<file path="src/rtl/bmode_pkg.sv">
package bmode_pkg;

    typedef enum logic {
        MODE_PWM = 1'b0,
        MODE_PFM = 1'b1
    } mode_e;

    typedef enum logic [1:0] {
        SEL_AUTO = 2'd0,
        SEL_PFM  = 2'd1,
        SEL_PWM  = 2'd2
    } sel_e;

    typedef struct packed {
        mode_e      mode;
        logic [1:0] force_raw;
        logic       lim;
    } sel_state_t;

endpackage

</file>
<file path="src/rtl/bmode_force_dec.sv">
module bmode_force_dec
    import bmode_pkg::*;
(
    input  logic [1:0] force_i,
    output sel_e       sel_o
);

    localparam int PFM_BIT = 1;
    localparam int PWM_BIT = 0;

    always_comb begin
        if (force_i[PFM_BIT] && !force_i[PWM_BIT]) begin
            sel_o = SEL_PFM;
        end else if (!force_i[PFM_BIT] && force_i[PWM_BIT]) begin
            sel_o = SEL_PWM;
        end else begin
            sel_o = SEL_AUTO;
        end
    end

endmodule

</file>
<file path="src/rtl/bmode_qual_cnt.sv">
module bmode_qual_cnt #(
    parameter int QUAL_CYCLES = 32
) (
    input  logic clk_i,
    input  logic rst_ni,
    input  logic light_i,
    input  logic restart_i,
    output logic hit_o
);

    localparam int CW = $clog2(QUAL_CYCLES + 1);
    localparam logic [CW-1:0] CNT_MAX = CW'(QUAL_CYCLES);
    localparam logic [CW-1:0] CNT_HIT = CW'(QUAL_CYCLES - 1);

    logic [CW-1:0] cnt_d, cnt_q;

    always_comb begin
        cnt_d = cnt_q;
        if (restart_i || !light_i) begin
            cnt_d = '0;
        end else if (cnt_q != CNT_MAX) begin
            cnt_d = cnt_q + 1'b1;
        end
    end

    always_ff @(posedge clk_i or negedge rst_ni) begin
        if (!rst_ni) begin
            cnt_q <= '0;
        end else begin
            cnt_q <= cnt_d;
        end
    end

    assign hit_o = light_i && (cnt_q >= CNT_HIT);

endmodule

</file>
<file path="src/rtl/bmode_pfm_gate.sv">
module bmode_pfm_gate (
    input  logic clk_i,
    input  logic rst_ni,
    input  logic run_i,
    input  logic vout_high_i,
    input  logic peak_over_i,
    output logic hs_o
);

    logic hs_d, hs_q;

    always_comb begin
        hs_d = 1'b0;
        if (run_i) begin
            if (hs_q) begin
                hs_d = !(vout_high_i || peak_over_i);
            end else begin
                hs_d = !vout_high_i;
            end
        end
    end

    always_ff @(posedge clk_i or negedge rst_ni) begin
        if (!rst_ni) begin
            hs_q <= 1'b0;
        end else begin
            hs_q <= hs_d;
        end
    end

    assign hs_o = hs_q;

endmodule

</file>
<file path="src/rtl/bmode_sel.sv">
module bmode_sel
    import bmode_pkg::*;
#(
    parameter int QUAL_CYCLES = 32
) (
    input  logic       clk_i,
    input  logic       rst_ni,
    input  logic [1:0] force_i,
    input  logic       valley_neg_i,
    input  logic       peak_low_i,
    input  logic       vout_high_i,
    input  logic       peak_over_i,
    input  logic       vout_low_i,
    output logic       mode_pfm_o,
    output logic       hs_req_o,
    output logic       ilim_reduced_o
);

    sel_state_t st_d, st_q;
    sel_e       sel;
    logic       light;
    logic       force_chg;
    logic       qual_hit;
    logic       leave_pfm;
    logic       restart;
    logic       gate_run;

    bmode_force_dec u_dec (
        .force_i (force_i),
        .sel_o   (sel)
    );

    bmode_qual_cnt #(
        .QUAL_CYCLES (QUAL_CYCLES)
    ) u_qual (
        .clk_i     (clk_i),
        .rst_ni    (rst_ni),
        .light_i   (light),
        .restart_i (restart),
        .hit_o     (qual_hit)
    );

    bmode_pfm_gate u_gate (
        .clk_i       (clk_i),
        .rst_ni      (rst_ni),
        .run_i       (gate_run),
        .vout_high_i (vout_high_i),
        .peak_over_i (peak_over_i),
        .hs_o        (hs_req_o)
    );

    always_comb begin
        light     = valley_neg_i || peak_low_i;
        force_chg = (force_i != st_q.force_raw);

        st_d           = st_q;
        st_d.force_raw = force_i;
        st_d.lim       = (sel == SEL_PFM);

        unique case (sel)
            SEL_PFM: st_d.mode = MODE_PFM;
            SEL_PWM: st_d.mode = MODE_PWM;
            default: begin
                if (st_q.mode == MODE_PWM) begin
                    if (qual_hit && !force_chg) begin
                        st_d.mode = MODE_PFM;
                    end
                end else if (vout_low_i) begin
                    st_d.mode = MODE_PWM;
                end
            end
        endcase

        leave_pfm = (st_q.mode == MODE_PFM) && (st_d.mode == MODE_PWM);
        restart   = force_chg || leave_pfm;
        gate_run  = (st_q.mode == MODE_PFM) && (st_d.mode == MODE_PFM);
    end

    always_ff @(posedge clk_i or negedge rst_ni) begin
        if (!rst_ni) begin
            st_q <= '{mode: MODE_PWM, force_raw: 2'b00, lim: 1'b0};
        end else begin
            st_q <= st_d;
        end
    end

    assign mode_pfm_o     = (st_q.mode == MODE_PFM);
    assign ilim_reduced_o = st_q.lim;

endmodule

</file>
<file path="config.mk">
export PLATFORM = sky130hd
export DESIGN_NAME = bmode_sel
export DESIGN_NICKNAME = d
export VERILOG_FILES = /design/src/rtl/bmode_pkg.sv /design/src/rtl/bmode_force_dec.sv /design/src/rtl/bmode_qual_cnt.sv /design/src/rtl/bmode_pfm_gate.sv /design/src/rtl/bmode_sel.sv
export SDC_FILE = /design/constraint.sdc
export NUM_CORES = 1
export LEC_CHECK = 0
export ABC_AREA = 0
export BUFFER_PORTS_ARGS = -buffer_cell sky130_fd_sc_hd__buf_4
export CAP_MARGIN = 20
export CORE_UTILIZATION = 40
export CTS_BUF_LIST = sky130_fd_sc_hd__clkbuf_16
export CTS_CLUSTER_DIAMETER = 200
export CTS_CLUSTER_SIZE = 12
export DETAILED_ROUTE_END_ITERATION = 7
export PLACE_DENSITY_LB_ADDON = 0.05
export RECOVER_POWER = 50
export SLEW_MARGIN = 20
export SYNTH_ARGS = -nofsm -noshare
export SYNTH_HDL_FRONTEND = slang
export SYNTH_HIERARCHICAL = 1
export SYNTH_SLANG_ARGS = --single-unit
</file>
<file path="constraint.sdc">
create_clock -name clk_i -period 1.6 [get_ports clk_i]
set_input_delay 0.08 -clock clk_i [delete_from_list [all_inputs] [get_ports clk_i]]
set_output_delay 0.08 -clock clk_i [all_outputs]
set_load 0.05 [all_outputs]
</file>
After elaboration in Yosys (flattened, before gate mapping)
Cells that the tools add are included.

Register bits: 11. Input port bits: 9. Output and inout bits: 3. Logic and storage cells: 39.

Reductions and logical operators: 17. Bitwise operators: 1. Order comparisons: 1. Multiplexer cells: 10. Equal/unequal tests: 4. Add/sub/neg operators: 1.

Operators with widths (count): two-way mux 6 bit (2); adder 6 x 1 -> 6 bit (second input constant) (1); >= comparator 6 x 5 -> 1 bit (second input constant) (1); logical AND 1 bit (6); logical NOT 1 bit (6); inequality test 6 bit (second input constant) (1); two-way mux 1 bit (5); logical OR 1 bit (4); two-way mux 2 bit (2); == test 2 x 1 -> 1 bit (second input constant) (1); == test 2 bit (second input constant) (1); inequality test 2 bit (1); case mux 1 bit (2 select lines) (1); nonzero test 2 bit (1); NOT 1 bit (1).

Depth between registers and ports, before layout
Gate-level depths: netlist (run 1).

Word-level depth: 11. Depth in mapped cells: 9.

Cells and area by module
Netlist (run 1), hierarchy kept.

By module, submodules not included: bmode_qual_cnt (area each 362.8 um^2, seq. area each 150.1 um^2, cells an instance 37, times used 1); bmode_sel (area each 185.2 um^2, seq. area each 100.1 um^2, cells an instance 17, times used 1); bmode_pfm_gate (area each 41.3 um^2, seq. area each 25.0 um^2, cells an instance 3, times used 1); bmode_force_dec (area each 15.0 um^2, seq. area each 0.0 um^2, cells an instance 2, times used 1).

Worst setup path after synthesis (run 1)
No wires, ideal clock.

Path type: register -> register. Start: reg st_q, in the netlist mode_pfm_o. End: reg u_qual.cnt_q[1]. Data arrival time: 1.402 ns. Setup time: 0.120 ns. Stages on the path, launching flop included: 6. Path buffers: 0. Required time: 1.480 ns. Setup slack: 0.077 ns. Path through: dfrtp_1 -> inv_1 -> o211ai_1 -> nand2b_1 -> a211oi_1 -> a41o_1.

Cells in the longest elaborated chain, start to end: 7. Elaborated cells on any way between the ends: 8.

Ends and longest elaborated chain: start: declaration (line bmode_sel.sv:19) `sel_state_t st_d, st_q;`; start signal: assignment (line bmode_sel.sv:81) `st_q <= '{mode: MODE_PWM, force_raw: 2'b00, lim: 1'b0};`; start signal: assignment (line bmode_sel.sv:83) `st_q <= st_d;`; two-way mux 1 bit (line bmode_sel.sv:64) `if (st_q.mode == MODE_PWM) begin`; case mux 1 bit (2 select lines) (line bmode_sel.sv:60) `unique case (sel)`; NOT 1 bit (line bmode_sel.sv:74) `leave_pfm = (st_q.mode == MODE_PFM) && (st_d.mode == MODE_PWM);`; logical AND 1 bit (*) (line bmode_sel.sv:74); logical OR 1 bit (*) (line bmode_sel.sv:75) `restart = force_chg || leave_pfm;`; via restart (line bmode_sel.sv:25) `logic restart;`; logical OR 1 bit (*) (line bmode_qual_cnt.sv:19) `if (restart_i || !light_i) begin`; two-way mux 6 bit / nonzero test 2 bit (equally long branches); end signal: assignment (line bmode_qual_cnt.sv:30) `cnt_q <= cnt_d;`; end: declaration (line bmode_qual_cnt.sv:15) `logic [CW-1:0] cnt_d, cnt_q;`.

The timed path passes the listed nets; every way through them passes the cells marked *. A chain may end at the register's enable or synchronous reset.

Worst setup path in the final report (run 1)
Start: in force_i[1]. End: reg u_qual.cnt_q[1].

Cells in the longest elaborated chain, start to end: 11. Elaborated cells on any way between the ends: 19.

Ends and longest elaborated chain: start: declaration (line bmode_sel.sv:8) `input logic [1:0] force_i,`; logical NOT 1 bit (line bmode_force_dec.sv:14) `end else if (!force_i[PFM_BIT] && force_i[PWM_BIT]) begin`; logical AND 1 bit (line bmode_force_dec.sv:14); two-way mux 2 bit (line bmode_force_dec.sv:14); two-way mux 2 bit (*) (line bmode_force_dec.sv:12) `if (force_i[PFM_BIT] && !force_i[PWM_BIT]) begin`; via sel[1] (line bmode_sel.sv:20) `sel_e sel;`; == test 2 bit / == test 2 x 1 -> 1 bit (equally long branches) (line bmode_sel.sv:60); case mux 1 bit (2 select lines) (*) (line bmode_sel.sv:60); NOT 1 bit (*) (line bmode_sel.sv:74); logical AND 1 bit (*) (line bmode_sel.sv:74); logical OR 1 bit (*) (line bmode_sel.sv:75); via restart (line bmode_sel.sv:25); logical OR 1 bit (*) (line bmode_qual_cnt.sv:19); two-way mux 6 bit / nonzero test 2 bit (equally long branches).

Marks and branches as above.

==> metrics.md, run 1 <==
| Metric | Value |
|---|---|
| Die Height | 40.9 um |
| Non-Filler Instances | 94 |
| Initial Utilization | 44.8% |
| Die width | 40.9 um |
| #FFs+latches synth | 11 |
| Sink Count | 11 |
| Status | finished clean |
| Seq/Total Area, Yosys | 45.5% |
| Worst hold margin | 0.0118 ns |
| Max Buffers Root-to-Sink | 2 |
| Leak pwr | 0.000373 uW |
| Clock skew | 0.00141 ns |
| Xor and xnor area share after synthesis | 5.80% |
| Initial DRC count | 11 |
| Mapped Cells | 59 |
| Diodes inserted | 0 |
| Worst-path maximum fanout | 3 |
| DRC viols | 0 |
| CP Class | in -> reg |
| Initial antenna violation count | 0 |
| Std-Cell Rows | 13 |
| Via density per instance | 4.94 |
| Full die area | 1670 um^2 |
| Yosys warns | 6 |
| Cell area after placement | 728 um^2 |
| CP required | 1.72 ns |
| Post-Syn Area | 604 um^2 |
| Slowest-stage cell, CP | ha_1 |
| Post-Synth Adder-Cell Area | 6.21% |
| Cell count after placement | 88 |
| Core area | 1350 um^2 |
| Peak Freq | 0.710 GHz |
| Post-CTS Setup Bufs | 0 |
| Power consumption | 870 uW |
| Tcrit/Tclk final | 88.0% |
| Clock Latency Late Sink | 0.24 ns |
| Complex-gate fraction of the synthesized area | 14.1% |
| Setup violations, final | 0 |
| Vias in the first global route | 391 |
| Hpwl dp | 805 um |
| Peak supply drop | 0.000947 V |
| Total CTS buffers | 3 |
| Pwr/cell area | 1060 nW/um^2 |
| Main combinational cell family by area after synthesis | simple AND/OR/NAND/NOR gates |
| Clock transition at path regs | 0.04 ns |
| Post-route cell area | 820 um^2 |
| Startpoint types | input pin |
| Antenna viol nets, final | 0 |
| Post-CTS sizing | 0 |
| Slew Limit Fails | 0 |
| Worst path bufs/invs | 2 |
| Setup crit end kind | flop |
| Cell Chain, Critical Path | buf_4 > and2b_2 > inv_1 > ha_1 > nor2_1 > a21oi_1 > o211ai_1 > nand2b_1 > a211oi_1 > a41o_1 |
| Synth-to-Final Area Change | 35.6% |
| Slew headroom | 59.6% |
| Tightest Hold Check Type | in -> reg |
| RSZ-0062 raised after global routing | no |
| Routability cong. | 0.746 |
| CTS tree | done |
| Pin count of the biggest net entering global routing | 12 |
| Wirelength per Cell | 11.3 um |
| Largest stage delay on the critical path | 0.29 ns |
| CP delay by family, top | compound AO/OA/AOI/OAI gates |
| Mean Syn Cell Area | 10.2 um^2 |
| Total GRT Usage | 16.7% |
| Synth cell types | 29 |
| Final #Nets | 92 |
| Via Count | 464 |
| Final Hold Violating Endpoints | 0 |
| Total Wirelength | 1.06 mm |
| Measured slew at the worst slew-check pin | 0.607 ns |
| Fin crit period | 1.41 ns |
| Critical Path AT | 1.53 ns |
| CTS H-tree lvls | 1 |
| # IOs | 12 |
| 1st-pass router iterations | 4 |
| Gr ovfl total | 0 |
| First-pass GRT wire length | 1.68 mm |
| Mux share of post-synthesis cell area | 0% |
| Clock root cell | clkbuf_16 |
| Post-Synth Simple-Gate Area | 24.0% |
| I/O Buffers | 11 |
| Syn nets | 71 |
| Layout cell share with drive strength beyond 1 | 27.8% |
| CTS Hold Buffers Added | 2 |
| Max Cap Viol | 0 |
==> worst paths after layout <==
kind,from,end,slack (ns),cells after the start
worst max-delay path,force_i[1],u_qual/cnt_q[1],0.19,10
worst min-delay path,peak_over_i,u_gate/hs_o,0.01,2
worst max register to register,u_qual/cnt_q[0],u_qual/cnt_q[1],0.27,5
worst min register to register,u_gate/hs_o,u_gate/hs_o,0.45,1
max in group asynchronous,rst_ni,st_q[2],0.84,2
min in group asynchronous,rst_ni,u_qual/cnt_q[5],0.37,2
==> per-layer routing <==
| layer | share of wire [%] | vias up | global-route usage [%] |
|---|---|---|---|
| li1 | - | 244 | - |
| met1 | 52 | 208 | 22.2 |
| met2 | 40 | 10 | 21.1 |
| met3 | 6.6 | 2 | 8.15 |
| met4 | 1.1 | 0 | 10.0 |
| met5 | 0 | - | 0 |
==> cell usage after synthesis <==
cell       n  area (um^2)
a211oi_1   1         7.51
a211oi_2   1         12.5
a21oi_1    4         20.0
a31oi_1    1         6.26
a41o_1     1         10.0
a41oi_1    1         8.76
and2_1     1         6.26
and2b_2    1         8.76
and3_1     1         6.26
and4bb_4   1         16.3
dfrtp_1   11          275
ha_1       3         37.5
inv_1      7         26.3
nand2_1    1         3.75
nand2b_1   2         12.5
nand2b_2   1         8.76
nand3_1    3         15.0
nand4_1    1         6.26
nor2_1     3         11.3
nor2b_1    3         18.8
nor2b_2    1         8.76
nor3_2     1         10.0
o211ai_1   1         7.51
o21a_1     1         7.51
o21ai_0    1         5.00
or2_2      1         6.26
or3_1      1         6.26
xnor2_1    3         26.3
xor2_1     1         8.76
==> report_power, final <==
part / switching [uW] / internal [uW] / total [uW]
Combinational: 67.4 / 53.1 / 121
Clock: 120 / 328 / 448
Sequential: 9.54 / 292 / 302
Total: 197 / 673 / 870
==> state kept, by name, indices dropped and copies added (netlist names) <==
register and flops:
u_gate/hs_o 1, st_q 2, mode_pfm_o 1, ilim_reduced_o 1, u_qual/cnt_q 6
==> logic make-up (layout without fill, tap and decap cells) <==
logic type / Yosys count / count (layout)
simple gates: 22 / 22
xor+xnor: 4 / 4
flops: 11 / 11
fa+ha+maj: 3 / 3
compound gates: 12 / 12
buf+inv: 7 / 27
==> through the flow <==
step	util (%)	setup slack [ns]	TNS [ns]
after floorplan	-	0.0775	0
after global placement	53.9	-0.0381	-0.0464
after detailed placement	53.9	-0.0543	-0.0902
after CTS	61.3	0.189	0
after global routing	60.7	0.0685	0
final	60.7	0.191	0
==> cell usage in the layout, fill, tap and decap left out, types with 2 or more instances in the layout <==
cell type      netlist  routed
a21oi_1              4       4
buf_4                0      11
clkbuf_1             0       2
clkbuf_16            0       3
dfrtp_1             11      11
dlygate4sd3_1        0       2
ha_1                 3       3
inv_1                7       8
nand2b_1             2       2
nand3_1              3       3
nor2_1               3       3
nor2b_1              3       3
xnor2_1              3       3
==> cell type report <==
cell class | count | area [um^2]
fill | 124 | 531
multi-input combinational | 41 | 303
sequential | 11 | 275
timing repair buffer | 16 | 118
clock buffer | 3 | 75.1
inverter | 7 | 26.3
tap | 15 | 18.8
clock inverter | 1 | 3.75
Note: power is estimated with default switching activity, not from simulation.
==> inputs of run 2 (changes only) <==
--- a/config.mk
+++ b/config.mk
@@ -8,7 +8,9 @@
 export ABC_AREA = 0
 export BUFFER_PORTS_ARGS = -buffer_cell sky130_fd_sc_hd__buf_4
 export CAP_MARGIN = 20
-export CORE_UTILIZATION = 40
+export CORE_ASPECT_RATIO = 1.2
+export CORE_MARGIN = 2
+export CORE_UTILIZATION = 35
 export CTS_BUF_LIST = sky130_fd_sc_hd__clkbuf_16
 export CTS_CLUSTER_DIAMETER = 200
 export CTS_CLUSTER_SIZE = 12
==> metrics.md, run 2 (synthesized netlist as in run 1, its figures left out) <==
| Metric | Value |
|---|---|
| Setup crit end kind | flop |
| Measured slew at the worst slew-check pin | 0.620 ns (+0.0130 ns) |
| Tcrit/Tclk final | 87.4% (-0.68 points) |
| Post-CTS sizing | 0 (unchanged) |
| Wirelength per Cell | 12.1 um (+7.2%) |
| Final TNS setup | 0 ns (unchanged) |
| Synth-to-Final Area Change | 37.9% |
| Slowest-stage cell, CP | ha_1 |
| Worst-path maximum fanout | 3 (unchanged) |
| Max FFs per register | 6 (unchanged) |
| Most common cell after layout, fill and taps aside | buf_4 |
| Core area | 1620 um^2 (+20%) |
| Initial Utilization | 37.3% (-7.5 points) |
| # IOs | 12 (unchanged) |
| Gr ovfl total | 0 (unchanged) |
| CTS H-tree lvls | 1 (unchanged) |
| Cell area after placement | 732 um^2 (+0.52%) |
| Top Registers | u_qual/cnt_q x6, st_q x2 |
| Clock share of power | 51.3% (-0.2 points) |
| Via Count | 494 (+6.5%) |
| Peak supply drop | 0.000647 V (-32%) |
| Setup violations, final | 0 (unchanged) |
| Startpoint types | input pin |
| First-pass GRT wire length | 2.09 mm (+25%) |
| I/O Buffers | 11 (unchanged) |
| Initial DRC count | 8 (-3) |
| Max Buffers Root-to-Sink | 2 (unchanged) |
| Layout cell share with drive strength beyond 1 | 27.5% (-0.35 points) |
| Die Height | 49.5 um (+21%) |
| Total Wirelength | 1.19 mm (+12%) |
| Peak Freq | 0.715 GHz (+0.77%) |
| Tightest Hold Check Type | in -> reg |
| R2R cell count | 5 (unchanged) |
| Sequential fraction of design power | 34.6% (about the same) |
| Switching power | 198 uW (+0.61%) |
| Total CTS buffers | 3 (unchanged) |
| 1st-pass router iterations | 3 (-1) |
| Worst hold margin | 0.00813 ns (-0.00371 ns) |
| Sink Count | 11 (unchanged) |
| Antenna viol nets, final | 0 (unchanged) |
| Final Hold Violating Endpoints | 0 (unchanged) |
| Gate power share | 14.1% (+0.2 points) |
| Max Cap Viol | 0 (unchanged) |
| Full die area | 2080 um^2 (+24%) |
| Fin crit period | 1.40 ns (-0.0108 ns) |
| Clock Latency Late Sink | 0.24 ns (about the same) |
| Initial antenna violation count | 0 (unchanged) |
| Hold depth | 2 (unchanged) |
| Largest stage delay on the critical path | 0.30 ns (about the same) |
| Pin count of the biggest net entering global routing | 12 (unchanged) |
| Most frequent cells in the layout | buf_4 (12), dfrtp_1 (11), inv_1 (8) |
| Std-Cell Rows | 16 (+3) |
| Die width | 41.9 um (+2.6%) |
| DRC viols | 0 (unchanged) |
| Clock root cell | clkbuf_16 |
| CP required | 1.77 ns (+0.05 ns) |
| CP Class | in -> reg |
| Routability cong. | 0.666 (-11%) |
| Final #Nets | 93 (+1.1%) |
| Clock transition at path regs | 0.04 ns (about the same) |
| Sw frac | 22.7% (+0.069 points) |
| Clock skew | 0.00256 ns (+0.00115 ns) |
| Via density per instance | 5.04 (+2.1%) |
| Critical Path AT | 1.57 ns (+0.04 ns) |
| Leak pwr | 0.000378 uW (+1.2%) |
| Top reg by flops | u_qual/cnt_q |
| Status | finished clean |
| Pwr/cell area | 1050 nW/um^2 (-1.3%) |
| Vias in the first global route | 504 (+29%) |
| RSZ-0062 raised after global routing | no |
| Cell Chain, Critical Path | buf_4 > and2b_2 > inv_1 > ha_1 > nor2_1 > a21oi_1 > o211ai_1 > nand2b_1 > a211oi_1 > a41o_1 |
| Slew headroom | 58.7% (-0.87 points) |
| Hpwl dp | 913 um (+13%) |
| Slew Limit Fails | 0 (unchanged) |
| Diodes inserted | 0 (unchanged) |
| CTS tree | done |
| Pint | 674 uW (+0.22%) |
| Total GRT Usage | 13.8% (-2.9 points) |
| Post-route cell area | 833 um^2 (+1.7%) |
## run 2: cell types whose count changed in the layout (fill, tap and decap cells not counted), sizes merged
cell         previous run  this run
clkbuf                  6         5
dlygate4sd3             2         3
buf                    11        12
## run 2: cell type report
type	count	area, um^2
fillers	152	788
multi-input cells	41	303
well taps	18	22.5
flip-flops and latches	11	275
inverters	7	26.3
repair buffers	17	128
clock inverters	1	3.75
clock buffers	3	75.1
## run 2: power groups by stage
| stage | registers, uW | logic, uW | clock network [uW] |
|---|---|---|---|
| after floorplan | 328 | 46.6 | 0 |
| after global placement | 306 | 121 | 0 |
| after detailed placement | 306 | 122 | 0 |
| after CTS | 302 | 128 | 463 |
| after global routing | 303 | 138 | 483 |
| final | 302 | 123 | 448 |
## run 2: worst paths after layout
path	start	end	slack, ns
max reg2reg	u_qual/cnt_q[0]	u_qual/cnt_q[1]	0.26
min in group asynchronous	rst_ni	u_qual/cnt_q[5]	0.37
min	peak_over_i	u_gate/hs_o	0.008
min reg2reg	u_gate/hs_o	u_gate/hs_o	0.45
max in group asynchronous	rst_ni	u_qual/cnt_q[2]	0.83
max	force_i[1]	u_qual/cnt_q[1]	0.20
## run 2: routing by layer
layer	vias to the layer above	wire length [um]	GRT usage (%)
li1	248	-	-
met1	234	482	15.0
met2	8	639	23.2
met3	4	42	4.40
met4	0	25	8.06
met5	-	0	0
## run 2: what timing repair did
item / 4_1_cts / 5_1_grt
hold buffers: 3 / 0
hold endpoints to repair: 13 / 0
buffers inserted: 0 / 0
## run 2: worst max-delay path, delay by kind of cell
family	cells	cell delay [ns]
AOI/OAI and AO/OA	4	0.62
adders and majority gates	1	0.30
buffers and inverters	2	0.14
and+or+nand+nor	3	0.43
## run 2: stage by stage
step	instances	setup WS [ns]	power (uW)	utilization, %
final	98	0.202	873	51.4
after global routing	98	0.0813	924	51.4
after CTS	98	0.194	893	51.9
after detailed placement	91	-0.0503	428	45.1
after global placement	91	-0.0364	427	45.1
after floorplan	59	0.0775	375	-
